--- src/rtl/rob_drain_pkg.sv ---
package rob_drain_pkg;

   typedef enum logic [1:0] {
      OP_ADD = 2'd0,
      OP_SUB = 2'd1,
      OP_AND = 2'd2,
      OP_XOR = 2'd3
   } alu_op_e;

   typedef enum logic {
      ST_IDLE  = 1'b0,
      ST_DRAIN = 1'b1
   } drain_st_e;

endpackage

--- src/rtl/rdr_alu.sv ---
module rdr_alu
   import rob_drain_pkg::*;
#(
   parameter int W = 16
) (
   input  alu_op_e        op,
   input  logic [W-1:0]   a,
   input  logic [W-1:0]   b,
   output logic [W-1:0]   y
);

   always_comb begin
      unique case (op)
         OP_ADD:  y = a + b;
         OP_SUB:  y = a - b;
         OP_AND:  y = a & b;
         OP_XOR:  y = a ^ b;
         default: y = '0;
      endcase
   end

endmodule

--- src/rtl/rdr_regfile.sv ---
module rdr_regfile #(
   parameter int W       = 16,
   parameter int NREG    = 8,
   parameter bit ZERO_R0 = 1'b1,
   localparam int RW     = $clog2(NREG)
) (
   input  logic          clk,
   input  logic          rst_n,
   input  logic          we,
   input  logic [RW-1:0] waddr,
   input  logic [W-1:0]  wdata,
   input  logic [RW-1:0] ra1,
   output logic [W-1:0]  rd1,
   input  logic [RW-1:0] ra2,
   output logic [W-1:0]  rd2,
   input  logic [RW-1:0] ra3,
   output logic [W-1:0]  rd3,
   input  logic          snap_take,
   output logic [W-1:0]  snap_rd3
);

   logic [W-1:0] rf [NREG];
   logic [W-1:0] sn [NREG];

   for (genvar g = 0; g < NREG; g++) begin : g_reg
      if (ZERO_R0 && g == 0) begin : g_zero
         assign rf[g] = '0;
         assign sn[g] = '0;
      end else begin : g_live
         logic [W-1:0] q;
         logic [W-1:0] s;
         always_ff @(posedge clk or negedge rst_n) begin
            if (!rst_n) begin
               q <= W'(g);
               s <= '0;
            end else begin
               if (we && waddr == RW'(g)) q <= wdata;
               if (snap_take)             s <= q;
            end
         end
         assign rf[g] = q;
         assign sn[g] = s;
      end
   end

   assign rd1      = rf[ra1];
   assign rd2      = rf[ra2];
   assign rd3      = rf[ra3];
   assign snap_rd3 = sn[ra3];

   AST_WRITE_LANDS: assert property (@(posedge clk) disable iff (!rst_n)
      (we && !(ZERO_R0 && waddr == '0)) |=> rf[$past(waddr)] == $past(wdata));

   AST_SNAP_COPIES: assert property (@(posedge clk) disable iff (!rst_n)
      snap_take |=> sn[$past(ra3)] == $past(rf[ra3]));

endmodule

--- src/rtl/rdr_ctrl.sv ---
module rdr_ctrl
   import rob_drain_pkg::*;
(
   input  logic clk,
   input  logic rst_n,
   input  logic drain_req,
   input  logic empty,
   input  logic head_mark,
   output logic busy,
   output logic done,
   output logic start,
   output logic snap_take,
   output logic snap_valid
);

   drain_st_e state_q;
   drain_st_e state_d;

   assign busy      = (state_q == ST_DRAIN);
   assign start     = (state_q == ST_IDLE) && drain_req;
   assign done      = busy && empty;
   assign snap_take = busy && !snap_valid && (empty || head_mark);

   always_comb begin
      state_d = state_q;
      unique case (state_q)
         ST_IDLE:  if (drain_req) state_d = ST_DRAIN;
         ST_DRAIN: if (empty)     state_d = ST_IDLE;
         default:  state_d = ST_IDLE;
      endcase
   end

   always_ff @(posedge clk or negedge rst_n) begin
      if (!rst_n) begin
         state_q    <= ST_IDLE;
         snap_valid <= 1'b0;
      end else begin
         state_q <= state_d;
         if (start)          snap_valid <= 1'b0;
         else if (snap_take) snap_valid <= 1'b1;
      end
   end

   AST_DONE_SINGLE: assert property (@(posedge clk) disable iff (!rst_n)
      done |=> !done);

   AST_SNAP_BY_END: assert property (@(posedge clk) disable iff (!rst_n)
      done |=> snap_valid);

   AST_START_CLEARS: assert property (@(posedge clk) disable iff (!rst_n)
      start |=> (busy && !snap_valid));

endmodule

--- src/rtl/rob_drain_engine.sv ---
module rob_drain_engine
   import rob_drain_pkg::*;
#(
   parameter int XLEN    = 16,
   parameter int NREG    = 8,
   parameter int DEPTH   = 8,
   parameter int PCW     = 16,
   parameter bit ZERO_R0 = 1'b1,
   localparam int RW     = $clog2(NREG),
   localparam int PW     = $clog2(DEPTH),
   localparam int CW     = PW + 1
) (
   input  logic            clk,
   input  logic            rst_n,
   input  logic            alloc_valid,
   input  logic [1:0]      alloc_op,
   input  logic [RW-1:0]   alloc_rd,
   input  logic [RW-1:0]   alloc_rs1,
   input  logic [RW-1:0]   alloc_rs2,
   output logic            alloc_ready,
   input  logic            obs_step,
   input  logic            wb_valid,
   input  logic [PW-1:0]   wb_idx,
   input  logic [XLEN-1:0] wb_data,
   input  logic            drain_req,
   output logic            drain_busy,
   output logic            drain_done,
   output logic [PCW-1:0]  arch_pc,
   input  logic [RW-1:0]   rd_addr,
   output logic [XLEN-1:0] rd_data,
   output logic            snap_valid,
   output logic [XLEN-1:0] snap_data
);

   if (DEPTH < 2 || (DEPTH & (DEPTH - 1)) != 0) begin : g_bad_depth
      $error("DEPTH must be a power of two and at least 2");
   end
   if (NREG < 2 || (NREG & (NREG - 1)) != 0) begin : g_bad_nreg
      $error("NREG must be a power of two and at least 2");
   end
   if (XLEN < 1 || PCW < 1) begin : g_bad_width
      $error("XLEN and PCW must be positive");
   end

   logic            busy, start, snap_take;
   logic [PW-1:0]   head_q, tail_q;
   logic [CW-1:0]   occ_q;
   logic [PCW-1:0]  pc_q;

   logic [DEPTH-1:0] ent_vld, ent_done, ent_mark;
   alu_op_e          ent_op  [DEPTH];
   logic [RW-1:0]    ent_rd  [DEPTH];
   logic [RW-1:0]    ent_rs1 [DEPTH];
   logic [RW-1:0]    ent_rs2 [DEPTH];
   logic [XLEN-1:0]  ent_res [DEPTH];

   logic empty, full, alloc_fire, retire_fire, wb_fire, obs_fire, head_mark;
   logic [XLEN-1:0] opa, opb, alu_y, ret_data;

   assign empty       = (occ_q == '0);
   assign full        = (occ_q == CW'(DEPTH));
   assign alloc_ready = !full && !busy && !drain_req;
   assign alloc_fire  = alloc_valid && alloc_ready;
   assign retire_fire = busy && !empty;
   assign wb_fire     = !busy && wb_valid && ent_vld[wb_idx];
   assign obs_fire    = !busy && obs_step;
   assign head_mark   = ent_vld[head_q] && ent_mark[head_q];

   // Head-only single-cycle execute path
   rdr_alu #(.W(XLEN)) u_alu (
      .op (ent_op[head_q]),
      .a  (opa),
      .b  (opb),
      .y  (alu_y)
   );

   assign ret_data = ent_done[head_q] ? ent_res[head_q] : alu_y;

   rdr_regfile #(.W(XLEN), .NREG(NREG), .ZERO_R0(ZERO_R0)) u_rf (
      .clk       (clk),
      .rst_n     (rst_n),
      .we        (retire_fire),
      .waddr     (ent_rd[head_q]),
      .wdata     (ret_data),
      .ra1       (ent_rs1[head_q]),
      .rd1       (opa),
      .ra2       (ent_rs2[head_q]),
      .rd2       (opb),
      .ra3       (rd_addr),
      .rd3       (rd_data),
      .snap_take (snap_take),
      .snap_rd3  (snap_data)
   );

   rdr_ctrl u_ctrl (
      .clk        (clk),
      .rst_n      (rst_n),
      .drain_req  (drain_req),
      .empty      (empty),
      .head_mark  (head_mark),
      .busy       (busy),
      .done       (drain_done),
      .start      (start),
      .snap_take  (snap_take),
      .snap_valid (snap_valid)
   );

   // Window entries
   always_ff @(posedge clk or negedge rst_n) begin
      if (!rst_n) begin
         ent_vld  <= '0;
         ent_done <= '0;
         ent_mark <= '0;
         for (int i = 0; i < DEPTH; i++) begin
            ent_op[i]  <= OP_ADD;
            ent_rd[i]  <= '0;
            ent_rs1[i] <= '0;
            ent_rs2[i] <= '0;
            ent_res[i] <= '0;
         end
      end else begin
         if (obs_fire) ent_mark <= '0;
         if (wb_fire) begin
            ent_done[wb_idx] <= 1'b1;
            ent_res[wb_idx]  <= wb_data;
         end
         if (alloc_fire) begin
            ent_vld[tail_q]  <= 1'b1;
            ent_done[tail_q] <= 1'b0;
            ent_mark[tail_q] <= obs_fire;
            ent_op[tail_q]   <= alu_op_e'(alloc_op);
            ent_rd[tail_q]   <= alloc_rd;
            ent_rs1[tail_q]  <= alloc_rs1;
            ent_rs2[tail_q]  <= alloc_rs2;
         end
         if (retire_fire) begin
            ent_vld[head_q]  <= 1'b0;
            ent_done[head_q] <= 1'b0;
            ent_mark[head_q] <= 1'b0;
         end
      end
   end

   // Pointers, occupancy and program counter
   always_ff @(posedge clk or negedge rst_n) begin
      if (!rst_n) begin
         head_q <= '0;
         tail_q <= '0;
         occ_q  <= '0;
         pc_q   <= '0;
      end else begin
         if (retire_fire) head_q <= head_q + 1'b1;
         if (alloc_fire) begin
            tail_q <= tail_q + 1'b1;
            pc_q   <= pc_q + 1'b1;
         end
         if (alloc_fire)       occ_q <= occ_q + 1'b1;
         else if (retire_fire) occ_q <= occ_q - 1'b1;
      end
   end

   assign drain_busy = busy;
   assign arch_pc    = pc_q;

   AST_NO_OVERFLOW: assert property (@(posedge clk) disable iff (!rst_n)
      occ_q <= CW'(DEPTH));

   AST_PC_FROZEN: assert property (@(posedge clk) disable iff (!rst_n)
      busy |=> $stable(pc_q));

   AST_ONE_RETIRE: assert property (@(posedge clk) disable iff (!rst_n)
      (busy && !empty) |=> (occ_q == $past(occ_q) - 1'b1));

   AST_ONE_MARK: assert property (@(posedge clk) disable iff (!rst_n)
      $onehot0(ent_mark));

   AST_DRAIN_NO_WB: assert property (@(posedge clk) disable iff (!rst_n)
      (busy && !empty) |=> ($countones(ent_done) <= $past($countones(ent_done))));

endmodule

--- config.mk ---
export PLATFORM = sky130hd
export DESIGN_NAME = rob_drain_engine
export DESIGN_NICKNAME = d
export VERILOG_FILES = /design/src/rtl/rob_drain_pkg.sv /design/src/rtl/rdr_alu.sv /design/src/rtl/rdr_regfile.sv /design/src/rtl/rdr_ctrl.sv /design/src/rtl/rob_drain_engine.sv
export SDC_FILE = /design/constraint.sdc
export NUM_CORES = 1
export LEC_CHECK = 0
export CORE_UTILIZATION = 46
export DETAILED_ROUTE_END_ITERATION = 10
export GPL_ROUTABILITY_DRIVEN = 0
export RECOVER_POWER = 100
export REMOVE_ABC_BUFFERS = 1
export SETUP_SLACK_MARGIN = 0.2
export SLEW_MARGIN = 20
export SYNTH_ARGS = -nofsm -noshare
export SYNTH_HDL_FRONTEND = slang
export SYNTH_SLANG_ARGS = --single-unit
--- constraint.sdc ---
create_clock -name clk -period 6.56 [get_ports clk]
set_input_delay 0.656 -clock clk [delete_from_list [all_inputs] [get_ports clk]]
set_output_delay 0.656 -clock clk [all_outputs]
set_load 0.01 [all_outputs]
-- After elaboration in Yosys (flattened, before gate mapping)
Index checks and enable logic that the tools add are counted.
- muxes and demuxes: 70
- eq/ne operators: 11
- $add $sub $neg: 7
- shift operators: 0
- divide/modulo/power cells: 0
- bitwise gates (word level): 17
- reductions and logical operators: 34
- multiply operators: 0
- magnitude comparators: 14
- operator list (kind ; count):
    binary-select mux 16 bit (select 3 bit) ; 5
    2-to-1 mux 16 bit ; 12
    bitwise mux 128 bit ; 1
    bitwise mux 24 bit ; 3
    2-to-1 mux 8 bit ; 8
    one-hot mux 16 bit (4 select lines) ; 1
    demux 16 bit (select 3 bit) ; 1
    bitwise AND 8 bit ; 4
    binary-select mux 3 bit (select 3 bit) ; 3
    >= comparator 4 bit, second input constant ; 6
    logical AND 1 bit ; 24
    inverter 3 -> 4 bit ; 6
    2-to-1 mux 3 bit ; 7
    adder 16 x 1 -> 16 bit, second input constant ; 1
    adder 16 bit ; 1
    bitwise AND 16 bit ; 1
    bitwise mux 16 bit ; 1
    inverter 8 bit ; 2
    OR 8 bit ; 2
    subtractor 16 bit ; 1
    XOR 16 bit ; 1
    binary-select mux 1 bit (select 3 bit) ; 4
    == test 3 bit, second input constant ; 4
    less-than comparator 3 x 4 -> 1 bit, second input constant ; 3
    25 further kinds ; 51
- output and inout bits: 52
- memories: 0
- word-level logic and storage cells: 216
- ROM bits: 0
- flip-flop bits (word level): 492
- bits in latches: 0
- bits of input ports: 39
- bits in writable memories: 0

-- Logic depth before layout (Yosys ltp)
- word-level depth: 11
- mapped depth: 23
- mapped depth without buffers: 20

-- Modules after synthesis
A second synthesis with hierarchy kept.
- cells, all modules: 1944
- area, all modules: 26332.8 um2
- modules (own cells, without submodules) (module ; instances ; seq. area each (um2) ; area an instance (um2) ; cells an instance):
    rob_drain_engine ; 1 ; 6656.4 ; 12464.5 ; 834
    rdr_regfile ; 1 ; 5620.4 ; 12097.9 ; 873
    rdr_alu ; 1 ; 0.0 ; 1671.6 ; 227
    rdr_ctrl ; 1 ; 50.0 ; 98.8 ; 10

-- Worst setup path before layout
Ideal clock, no wire load.
- path type: register to register
- from: register head_q[0]
- to: register u_rf.g_reg[4].g_live.q[14]
- data required time: 6435 ps
- slack: 892 ps
- arrival: 5543 ps
- buffers on the path: 6
- cell stages (with the launch flop): 24
- setup time: 125 ps
- period minus slack after synthesis: 5668 ps
- cell sequence: dfrtp_1 buf_6 buf_8 buf_2 buf_2 mux4_2 mux2i_1 clkbuf_1 clkbuf_1 nor2b_1 nor2_1 xor2_1 ha_1 a21o_1 a21oi_1 o21bai_1 a21oi_1 o21bai_1 a211o_1 a2111oi_0 o31ai_1 mux2i_1 nor2_1 mux2_2
- longest elaborated chain between the ends: 11
- elaborated cells on any way between the ends: 38
- classes of those cells: add/sub: 2; eq/ne: 4; mux: 25; bitwise: 5; reduce/logical: 2
- ends and longest elaborated chain (element ; line ; source):
    from (decl) ; rob_drain_engine.sv:46 ; logic [PW-1:0] head_q, tail_q;
    from (signal assigned) ; rob_drain_engine.sv:152 ; if (retire_fire) head_q <= head_q + 1'b1;
    inverter 3 -> 4 bit (not written as such) ; - ;
    binary-select mux 3 bit (select 3 bit) (on tied branches) ; rob_drain_engine.sv:85, rob_drain_engine.sv:87 ;
    2-to-1 mux 3 bit (on tied branches) (2 in series) ; rob_drain_engine.sv:85, rob_drain_engine.sv:87 ;
    inverter 3 -> 4 bit (on tied branches) ; rdr_regfile.sv:46, rdr_regfile.sv:47 ;
    binary-select mux 16 bit (select 3 bit) (on tied branches) ; rdr_regfile.sv:46, rdr_regfile.sv:47 ;
    2-to-1 mux 16 bit (on tied branches) (2 in series) ; rdr_regfile.sv:46, rdr_regfile.sv:47 ;
    subtractor 16 bit, or another cell as far along ; rdr_alu.sv:15 ; OP_SUB: y = a - b;
    one-hot mux 16 bit (4 select lines) ; rdr_alu.sv:13 ; unique case (op)
    2-to-1 mux 16 bit ; rob_drain_engine.sv:77 ; assign ret_data = ent_done[head_q] ? ent_res[head_q] : alu_y;
    to (signal assigned) ; rdr_regfile.sv:34 ; q <= W'(g);
    to (signal assigned) ; rdr_regfile.sv:37 ; if (we && waddr == RW'(g)) q <= wdata;
    to (decl) ; rdr_regfile.sv:30 ; logic [W-1:0] q;
Parallel ways exist; a longest one is shown, timed or not. The select of a mux whose other input is x is not followed.
A chain may end at the register's enable or synchronous reset.

-- Final worst setup path
- from: register head_q[1]
- to: register u_rf.g_reg[1].g_live.q[15]
- longest elaborated chain between the ends: 11
- elaborated cells on any way between the ends: 38
- classes of those cells: add/sub: 2; eq/ne: 4; mux: 25; bitwise: 5; reduce/logical: 2
- ends and longest elaborated chain (element ; line):
    inverter 3 -> 4 bit (not written as such) ; -
    binary-select mux 3 bit (select 3 bit) (on tied branches) ; rob_drain_engine.sv:85, rob_drain_engine.sv:87
    2-to-1 mux 3 bit (on tied branches) (2 in series) ; rob_drain_engine.sv:85, rob_drain_engine.sv:87
    inverter 3 -> 4 bit (on tied branches) ; rdr_regfile.sv:46, rdr_regfile.sv:47
    binary-select mux 16 bit (select 3 bit) (on tied branches) ; rdr_regfile.sv:46, rdr_regfile.sv:47
    2-to-1 mux 16 bit (on tied branches) (2 in series) ; rdr_regfile.sv:46, rdr_regfile.sv:47
    subtractor 16 bit, or another cell as far along ; rdr_alu.sv:15
    one-hot mux 16 bit (4 select lines) ; rdr_alu.sv:13
    2-to-1 mux 16 bit ; rob_drain_engine.sv:77
    to (signal assigned) ; rdr_regfile.sv:34
    to (signal assigned) ; rdr_regfile.sv:37
    to (decl) ; rdr_regfile.sv:30
Parallel ways exist; a longest one is shown, timed or not. The select of a mux whose other input is x is not followed.

==> results.sh <==
export IMPL_synthCells=2045
export IMPL_ys_top_cells_by_area="dfrtp_1 47%, mux2_2 21%, mux4_2 8.0%"
export IMPL_die_width_um=239
export IMPL_drt_wl_total_mm=63.5
export IMPL_grtUsageTotal_pct=23.0
export IMPL_die_h_um=239
export IMPL_synth_area_um2=25800
export IMPL_die_area_um2=57000
export IMPL_max_stage_delay_ns=1.96
export IMPL_design_area_um2=29400
export IMPL_critical_path_cell_chain="clkbuf_1, mux2i_1, clkbuf_2, and2_0, nor3b_1, a211oi_4, mux2_1"
export IMPL_synth_ff_type="dfrtp_1"
export IMPL_synth_warnings=0
export IMPL_endpoint_kind="flop"
export IMPL_area_delta_synth_final_pct=14.0
export IMPL_r2r_setup_slack_ns=0.46
export IMPL_grt_pass1_vias=17600
export IMPL_drt_pass1_iterations=6
export IMPL_max_slew_margin_pct=-250
export IMPL_final_cells=2907
export IMPL_grt_max_degree=186
export IMPL_cts_tree="done"
export IMPL_slew_violations=344
export IMPL_cp_arrival_ns=6.57
export IMPL_multi_input_area_um2=12800
export IMPL_post_place_ws_ns=0.416
export IMPL_grt_antenna_before_repair=2
export IMPL_max_freq_mhz=164
export IMPL_drt_iter0_drc=919
export IMPL_p_total_mw=16.4
export IMPL_synth_seq_cells=492
export IMPL_h_tree_depth=2
export IMPL_irDropWorstVdd_mv=0.477
export IMPL_period_share_pct=93.0
export IMPL_clockBufferDepth=3
export IMPL_synth_top_area_share_pct=46.6
export IMPL_wl_met1_mm=28.9
export IMPL_fin_crit_ns=6.10
export IMPL_regArea_um2=12300
export IMPL_final_layout_size_suffix_gt1_share_pct=33.9
export IMPL_fin_nets=2194
export IMPL_coreArea_um2=55200
export IMPL_cap_violations=11
export IMPL_placed_area_um2=27600
export IMPL_hold_class="reg -> reg"
export IMPL_cts_root_buffer="clkbuf_16"
export IMPL_synth_edf_count=0
export IMPL_synth_most_common_cell="mux2_2"
export IMPL_p_per_area_nw_per_um2=558
export IMPL_async_reset_ff_share_pct=100
export IMPL_syn_area_per_cell_um2=12.6
export IMPL_crit_slowest_cell="clkbuf_1"
export IMPL_synth_top_area_cell="dfrtp_1"
export IMPL_path_max_fanout=40
export IMPL_fin_setup_tns_ns=0
export IMPL_holdWs_ns=0.473
export IMPL_fin_skew_ns=0.0395
export IMPL_ctsHoldBuffers=0
export IMPL_rows=86
export IMPL_place_inst=2805
export IMPL_r2r_end="u_rf.g_reg[1].g_live.q[15]"
export IMPL_io_buffers=90
export IMPL_clkSlewWorstSetupHoldPaths_ns=0.06
export IMPL_critPathCapture="u_rf.g_reg[1].g_live.q[15]"
export IMPL_drc=0
export IMPL_fillers=4765
export IMPL_vias=16700
export IMPL_clkLatencyLatePin_ns=0.62
export IMPL_p_leak_nw=13.8
export IMPL_rsz0062_at_grt="false"
export IMPL_required_ns=7.03
export IMPL_startpoint="head_q[1]"
export IMPL_status="finished with violations"
export IMPL_diodes=0
export IMPL_r2r_cells=7
export IMPL_setup_viol=0
export IMPL_grt_overflow=0
export IMPL_cts_buffers=54
export IMPL_violations="capacitance limit, slew limit"
export IMPL_route_met3_wl_mm=2.53
export IMPL_ys_top_cells_by_count="481 x mux2_2, 480 x dfrtp_1, 170 x nand2_1"
export IMPL_initial_utilization_pct=46.7
export IMPL_ys_seq_area_share_pct=47.8
export IMPL_layout_setup_ws_ns=0.461
export IMPL_crit_type="reg -> reg"
export IMPL_critPathLaunchType="flop"
export IMPL_ios=91
export IMPL_drt_wirelength_per_cell_um=21.8
export IMPL_synth_distinct_cells=65
export IMPL_hpwl_mm=41.3
export IMPL_grt_pass1_wl_mm=102
export IMPL_hold_viol=0
export IMPL_worstReg2RegStart="head_q[1]"
export IMPL_viasPerCell=5.74
export IMPL_worst_slew_pin_slew_ns=5.25
export IMPL_final_core_util_pct=53.2
export IMPL_ant_nets=0
export IMPL_cts_num_sinks=492
export IMPL_routed_wl_met2_mm=31.0
export IMPL_top_layer_used="met5"
## placed cells by master, fill, tap and decap left out, drive strengths merged, types with 5 or more instances in the layout
cell / instances
o21ai: 82
dfstp: 12
dlygate4sd3: 50
nand3b: 6
mux2i: 97
mux4: 92
nand3: 20
nand2b: 11
nor3: 17
nor3b: 7
and2: 6
a21oi: 65
clkinv: 9
a32oi: 11
a22oi: 32
xnor2: 37
dfrtp: 480
clkdlybuf4s50: 36
inv: 32
a21o: 5
clkbuf: 100
nor2: 98
a211oi: 17
o211ai: 16
buf: 39
nand2: 170
mux2: 487
nor2b: 18
xor2: 7
o2bb2ai: 9
o31ai: 7
ha: 39
## critical path, delay by kind of cell, from the launching register on
family,cells,cell delay [ns]
buffers and inverters,2,2.59
multiplexers,2,1.78
AND/OR/NAND/NOR,2,0.72
flip-flops,1,0.67
AO/OA/AOI/OAI,1,0.16
## repair_timing
item                                    4_1_cts  5_1_grt
setup buffers                                 0        1
endpoints found under the setup margin        0       26
resized for setup                             0        1
## cell type report
| cell class | count | share of cell area (%) |
|---|---|---|
| clock buffer | 86 | 5.62 |
| clock inverter | 15 | 0.788 |
| inverter | 31 | 0.396 |
| multi-input combinational | 1395 | 43.7 |
| sequential | 492 | 42.0 |
| tap | 748 | 3.19 |
| timing repair buffer | 140 | 4.31 |
## logic make-up after synthesis
kind of cell,after synthesis,share of synthesized area (%)
flip-flops,492,47.8
adder cells (fa/ha/maj),41,2.05
AND/OR/NAND/NOR,368,6.28
buffers and inverters,158,2.59
multiplexers,676,33.1
XOR/XNOR,45,1.58
AO/OA/AOI/OAI,265,6.51
## power by group
| group | internal, mW | leakage, nW | switching [mW] | total (mW) |
|---|---|---|---|---|
| logic | 3.74 | 6.26 | 4.82 | 8.56 |
| clock network | 1.89 | 0.923 | 1.27 | 3.16 |
| registers | 3.89 | 6.59 | 0.795 | 4.68 |
## sequential cells by signal, indices dropped and copies added, names as in the netlist
signal / count
ent_op: 16
u_ctrl.snap_valid: 1
tail_q: 3
occ_q: 4
ent_mark: 8
ent_res: 128
u_ctrl.busy: 1
ent_rs2: 24
u_rf.g.g_live.s: 112
head_q: 3
u_rf.g.g_live.q: 112
ent_done: 8
ent_vld: 8
arch_pc: 16
ent_rd: 24
ent_rs1: 24
## per-layer routing
layer	track usage [%]	vias to the layer above
li1	-	7628
met1	31.5	8675
met2	38.2	319
met3	3.57	74
met4	5.44	4
met5	0	-
## how the worst min path moves through the flow
stage | from | end | slack, ns | depth (start not counted)
2_1_floorplan | rst_n | arch_pc[0] | 0.36 | 0
3_3_place_gp | ent_op[15] | ent_op[15] | 0.45 | 2
3_5_place_dp | ent_rd[23] | ent_rd[23] | 0.46 | 2
4_1_cts | rst_n | ent_rs2[14] | 0.16 | 1
5_1_grt | arch_pc[15] | arch_pc[15] | 0.49 | 1
6_report | ent_rd[23] | ent_rd[23] | 0.47 | 2
Note: power is estimated with default switching activity, not from simulation.
